## config.mk

```make
export PLATFORM = sky130hd
export DESIGN_NAME = window_watchdog
export DESIGN_NICKNAME = d
export VERILOG_FILES = /design/src/rtl/wdt_pkg.sv /design/src/rtl/wdt_datapath.sv /design/src/rtl/wdt_control.sv /design/src/rtl/window_watchdog.sv
export SDC_FILE = /design/constraint.sdc
export NUM_CORES = 1
export LEC_CHECK = 0
export CAP_MARGIN = 20
export CORE_MARGIN = 1
export CORE_UTILIZATION = 55
export DETAILED_ROUTE_END_ITERATION = 6
export GPL_ROUTABILITY_DRIVEN = 0
export PLACE_DENSITY = 0.82
export SETUP_SLACK_MARGIN = 0.1
export SYNTH_ARGS = -nofsm -noshare
export SYNTH_HDL_FRONTEND = slang
export SYNTH_HIERARCHICAL = 1
export SYNTH_SLANG_ARGS = --single-unit
```

## constraint.sdc

```tcl
create_clock -name clk -period 3.6 [get_ports clk]
set_input_delay 0.72 -clock clk [delete_from_list [all_inputs] [get_ports clk]]
set_output_delay 0.72 -clock clk [all_outputs]
set_load 0.01 [all_outputs]
```

## src/rtl/wdt_pkg.sv

```systemverilog
package wdt_pkg;
  // Strobes from control to datapath and flag logic
  typedef struct packed {
    logic restart;     // zero prescaler and tick counter
    logic fireReset;   // request a reset this cycle
    logic setTimeout;  // latch the timeout flag
    logic clrTimeout;  // status or timing access
  } wdtCtrl_t;
endpackage

```

## src/rtl/wdt_datapath.sv

```systemverilog
module wdt_datapath #(
  parameter int TICK_DIV    = 4,
  parameter int BASE_TICKS  = 8,
  parameter int SEL_W       = 2,
  parameter int COARSE_MULT = 4
) (
  input  logic             clk,
  input  logic             rstN,
  input  logic             hold,
  input  logic             coarse,
  input  logic [SEL_W-1:0] periodSel,
  input  wdt_pkg::wdtCtrl_t ctrl,
  output logic             windowOpen,
  output logic             expire
);
  localparam int MAX_SEL   = (1 << SEL_W) - 1;
  localparam int MAX_TICKS = BASE_TICKS * (MAX_SEL + 1);
  localparam int CNT_W     = $clog2(MAX_TICKS + 1);
  localparam int PRE_MAX   = TICK_DIV * COARSE_MULT;
  localparam int PRE_W     = $clog2(PRE_MAX + 1);

  logic [PRE_W-1:0] preCnt;
  logic [PRE_W-1:0] preLimit;
  logic [CNT_W-1:0] tickCnt;
  logic [CNT_W-1:0] periodTicks;
  logic [CNT_W-1:0] halfTicks;
  logic             tick;

  // Prescaler limit: the fine tick, or the coarse fallback tick
  assign preLimit    = coarse ? PRE_W'(PRE_MAX - 1) : PRE_W'(TICK_DIV - 1);
  assign tick        = !hold && (preCnt >= preLimit);
  assign periodTicks = CNT_W'(BASE_TICKS) * (CNT_W'(periodSel) + CNT_W'(1));
  assign halfTicks   = periodTicks >> 1;

  always_ff @(posedge clk or negedge rstN) begin
    if (!rstN) begin
      preCnt  <= '0;
      tickCnt <= '0;
    end else if (hold || ctrl.restart) begin
      preCnt  <= '0;
      tickCnt <= '0;
    end else if (tick) begin
      preCnt  <= '0;
      if (tickCnt != {CNT_W{1'b1}}) tickCnt <= tickCnt + CNT_W'(1);
    end else begin
      preCnt <= preCnt + PRE_W'(1);
    end
  end

  assign windowOpen = !hold && (tickCnt >= halfTicks);
  // >= keeps expiry reachable after the period select shrinks mid-period
  assign expire     = tick && (tickCnt >= periodTicks - CNT_W'(1));
endmodule

```

## src/rtl/wdt_control.sv

```systemverilog
module wdt_control (
  input  logic              clk,
  input  logic              rstN,
  input  logic              clearStb,
  input  logic              statusRd,
  input  logic              timingAcc,
  input  logic              windowOpen,
  input  logic              expire,
  input  logic              refMissing,
  input  logic              pinOff,
  output wdt_pkg::wdtCtrl_t ctrl,
  output logic              rstReq,
  output logic              timeoutFlag
);
  logic accepted;
  logic early;
  logic fire;

  // A clear is accepted inside the window, or at any time when windowing is off
  assign accepted = clearStb && !pinOff && (refMissing || windowOpen);
  assign early    = clearStb && !pinOff && !refMissing && !windowOpen;
  // An accepted clear outranks an expiry in the same cycle
  assign fire     = !pinOff && !accepted && (expire || early);

  always_comb begin
    ctrl.fireReset  = fire;
    ctrl.restart    = fire || accepted;
    ctrl.setTimeout = fire;
    ctrl.clrTimeout = statusRd || timingAcc;
  end

  always_ff @(posedge clk or negedge rstN) begin
    if (!rstN) begin
      rstReq      <= 1'b0;
      timeoutFlag <= 1'b0;
    end else begin
      rstReq <= ctrl.fireReset;
      if (ctrl.setTimeout)      timeoutFlag <= 1'b1;
      else if (ctrl.clrTimeout) timeoutFlag <= 1'b0;
    end
  end
endmodule

```

## src/rtl/window_watchdog.sv

```systemverilog
module window_watchdog #(
  parameter int TICK_DIV   = 4,
  parameter int BASE_TICKS = 8,
  parameter int SEL_W      = 2
) (
  input  logic             clk,
  input  logic             porN,
  input  logic             clearStb,
  input  logic             statusRd,
  input  logic             timingAcc,
  input  logic [SEL_W-1:0] periodSel,
  input  logic             refPresent,
  input  logic             pinDisable,
  output logic             rstReq,
  output logic [3:0]       status,
  output logic             windowOpen
);
  wdt_pkg::wdtCtrl_t ctrl;
  logic expire;
  logic timeoutFlag;

  wdt_datapath #(
    .TICK_DIV(TICK_DIV), .BASE_TICKS(BASE_TICKS), .SEL_W(SEL_W), .COARSE_MULT(4)
  ) u_dp (
    .clk(clk), .rstN(porN), .hold(pinDisable), .coarse(!refPresent),
    .periodSel(periodSel), .ctrl(ctrl), .windowOpen(windowOpen), .expire(expire)
  );

  wdt_control u_ctl (
    .clk(clk), .rstN(porN), .clearStb(clearStb), .statusRd(statusRd),
    .timingAcc(timingAcc), .windowOpen(windowOpen), .expire(expire),
    .refMissing(!refPresent), .pinOff(pinDisable), .ctrl(ctrl),
    .rstReq(rstReq), .timeoutFlag(timeoutFlag)
  );

  assign status = {timeoutFlag, !refPresent, pinDisable, windowOpen};
endmodule

```

==> flow_results.xml <==
<?xml version="1.0" encoding="UTF-8"?>
<metrics>
  <group name="sta">
    <metric name="slew_violations" unit="">0</metric>
    <metric name="max_slew_margin" unit="%">61.9</metric>
    <metric name="period_needed" unit="ps">3280</metric>
    <metric name="fmaxAchievable" unit="MHz">305</metric>
    <metric name="whs" unit="ps">499</metric>
    <metric name="post-route-period-util" unit="%">91.0</metric>
    <metric name="report.final.setup_viol" unit="">0</metric>
    <metric name="rsz_0062_raised_after_global_routing" unit="">false</metric>
    <metric name="hold_viol" unit="">0</metric>
    <metric name="timing_worst_slew_pin_value" unit="ps">569</metric>
    <metric name="setup_tns" unit="ps">0</metric>
    <metric name="worst_slack" unit="ps">323</metric>
    <metric name="final.setup_skew" unit="ps">6.41</metric>
  </group>
  <group name="power">
    <metric name="worst_vdd_rail_ir_drop" unit="mV">0.277</metric>
    <metric name="cellInternalPower" unit="µW">218</metric>
    <metric name="p_leak" unit="nW">0.509</metric>
    <metric name="power_per_cell_area" unit="nW/µm²">267</metric>
    <metric name="p_comb_share" unit="%">17.1</metric>
    <metric name="power_switching_share" unit="%">23.5</metric>
    <metric name="p_clk_share" unit="%">29.3</metric>
    <metric name="switching_power" unit="µW">66.8</metric>
    <metric name="power.sequential.fraction" unit="%">53.5</metric>
  </group>
  <group name="run_status">
    <metric name="result_of_the_run" unit="">finished clean</metric>
  </group>
  <group name="cts">
    <metric name="post_cts_buffers" unit="">0</metric>
    <metric name="clk_root_buffer_cell" unit="">clkbuf_4</metric>
    <metric name="clock_tree_from_tritoncts" unit="">done</metric>
    <metric name="clockBufferDepth" unit="">2</metric>
    <metric name="postCtsHoldBufs" unit="">0</metric>
    <metric name="clock_sink_count" unit="">13</metric>
    <metric name="cts-htree-levels" unit="">1</metric>
    <metric name="clkLatencyLatePin" unit="ps">270</metric>
    <metric name="number_of_buffers_added_by_the_clock_tree_synthesis_step" unit="">3</metric>
    <metric name="clkTransAtPathRegs" unit="ps">60</metric>
  </group>
  <group name="global_routing">
    <metric name="initial_antenna_violation_count" unit="">0</metric>
    <metric name="grt_pass1_vias" unit="">714</metric>
    <metric name="pin_count_of_the_biggest_net_entering_global_routing" unit="">14</metric>
    <metric name="grt_overflow_total" unit="">0</metric>
    <metric name="groute.usage.overall" unit="%">21.0</metric>
    <metric name="grt_first_pass_wirelength" unit="µm">2840</metric>
  </group>
  <group name="critical_path">
    <metric name="critical_path.startpoint_type" unit="">primary input</metric>
    <metric name="cpMaxStageDelayCell" unit="">clkdlybuf4s50_1</metric>
    <metric name="cp.arrival" unit="ps">2560</metric>
    <metric name="critical-path-max-stage-delay" unit="ps">440</metric>
    <metric name="crit_chain" unit="">clkdlybuf4s50_1 -&gt; ha_1 -&gt; inv_1 -&gt; ha_1 -&gt; a21boi_0 -&gt; o21ai_0 -&gt; a21oi_1 -&gt; dlygate4sd2_1</metric>
    <metric name="element_type_at_the_critical_path_end" unit="">primary output</metric>
    <metric name="cp.buffers_inverters" unit="">3</metric>
    <metric name="cp_top_family" unit="">buffers and inverters</metric>
    <metric name="timing_worst_setup_path_type" unit="">in2out</metric>
    <metric name="worst-path-max-fanout" unit="">3</metric>
    <metric name="cp_data_required_time" unit="ps">2880</metric>
    <metric name="cpMostUsedCell" unit="">ha_1</metric>
  </group>
  <group name="logic_synthesis">
    <metric name="post_synth_inst_count" unit="">94</metric>
    <metric name="postSynthNetCount" unit="">114</metric>
    <metric name="yosysWarningCount" unit="">6</metric>
    <metric name="synthesis.area_per_instance" unit="µm²">9.46</metric>
    <metric name="syn-cell-area" unit="µm²">890</metric>
  </group>
  <group name="layout">
    <metric name="count_of_inserted_antenna_diode_cells" unit="">0</metric>
    <metric name="num-nets-final" unit="">132</metric>
    <metric name="layout-drive-gt1-share" unit="%">12.6</metric>
    <metric name="area_growth_synth_to_finish" unit="%">19.8</metric>
    <metric name="final_cells" unit="">127</metric>
  </group>
  <group name="die">
    <metric name="die_area" unit="µm²">1780</metric>
    <metric name="die-height" unit="µm">42.2</metric>
    <metric name="core_area" unit="µm²">1510</metric>
    <metric name="die_width" unit="µm">42.2</metric>
    <metric name="initial_utilization" unit="%">59.1</metric>
    <metric name="io_pins" unit="">15</metric>
    <metric name="num_rows" unit="">14</metric>
  </group>
  <group name="place">
    <metric name="dp_cells" unit="">123</metric>
    <metric name="hpwl" unit="µm">1270</metric>
    <metric name="port_buffers" unit="">14</metric>
    <metric name="preCtsSetupSlack" unit="ps">13.1</metric>
  </group>
  <group name="route">
    <metric name="vias_post_dr" unit="">717</metric>
    <metric name="detailed_route_drc_error_count" unit="">0</metric>
    <metric name="route.detailed.wl_per_inst" unit="µm">12.7</metric>
    <metric name="drtPass1Iterations" unit="">4</metric>
    <metric name="route.final.wire_length" unit="µm">1610</metric>
    <metric name="drtAntennaViolNets" unit="">0</metric>
    <metric name="post_drt_via_cell_ratio" unit="">5.65</metric>
    <metric name="detail_route.iter0.violations" unit="">8</metric>
  </group>
  <group name="worst_hold_path">
    <metric name="hold_class" unit="">reg2reg</metric>
  </group>
  <group name="flow_run">
    <metric name="max_cap_violations" unit="">0</metric>
  </group>
</metrics>
worst paths after layout:
kind | startpoint | slack, ps | endpoint | depth (start not counted)
max | periodSel[0] | 320 | windowOpen | 8
min | u_dp/preCnt[0] | 500 | u_dp/preCnt[0] | 1
max reg2reg | u_dp/tickCnt[3] | 1540 | u_dp/tickCnt[4] | 10
max in group asynchronous | porN | 2410 | u_dp/preCnt[0] | 1
min in group asynchronous | porN | 810 | u_dp/tickCnt[4] | 1
min reg2reg | u_dp/preCnt[0] | 500 | u_dp/preCnt[0] | 1
timing repair:
action	CTS	global route
resized for setup	2	0
endpoints found under the setup margin	2	0
endpoints found under the hold margin	0	0
layer usage:
metal	track usage [%]	share of wire (%)
met5	0	0
met4	5.63	0.56
met3	7.76	6.7
met2	37.2	48
met1	23.5	44
power by group through the flow:
stage | combinational [mW] | sequential (mW) | clock, mW
3_5_place_dp | 0.0504 | 0.155 | 0
5_1_grt | 0.0558 | 0.153 | 0.0963
3_3_place_gp | 0.0488 | 0.155 | 0
2_1_floorplan | 0.0266 | 0.155 | 0
6_report | 0.0487 | 0.152 | 0.0835
4_1_cts | 0.0497 | 0.152 | 0.0881
layout make-up:
class                      count  area [µm²]
multi-input combinational     67         500
inverter                      11        41.3
clock buffer                   4        26.3
tap                           16        20.0
sequential                    13         325
fill                         110         440
timing repair buffer          16         153
state kept, by name, indices dropped and copies added, names as in the netlist:
name               cells
u_ctl/rstReq           1
u_ctl/timeoutFlag      1
u_dp/tickCnt           6
u_dp/preCnt            5
placed cells by master, fill, tap and decap left out, drive strengths merged, types with 2 or more instances in the layout:
| cell type | count |
|---|---|
| nor2 | 10 |
| a21boi | 3 |
| xnor2 | 2 |
| clkbuf | 4 |
| nand2 | 5 |
| buf | 2 |
| and3 | 2 |
| o21ai | 6 |
| dlygate4sd2 | 2 |
| nand4 | 3 |
| clkdlybuf4s50 | 12 |
| nand3 | 5 |
| inv | 11 |
| nor3 | 2 |
| a211oi | 2 |
| a21oi | 3 |
| ha | 11 |
| dfrtp | 13 |
through the flow:
| stage | instance area (µm²) | power, mW | utilization (%) |
|---|---|---|---|
| 2_1_floorplan | 890 | 0.182 | - |
| 3_3_place_gp | 1040 | 0.204 | 69.2 |
| 3_5_place_dp | 1040 | 0.205 | 69.2 |
| 4_1_cts | 1070 | 0.290 | 70.8 |
| 5_1_grt | 1070 | 0.305 | 70.8 |
| 6_report | 1070 | 0.285 | 70.8 |
(Power assumes the default switching activity.)
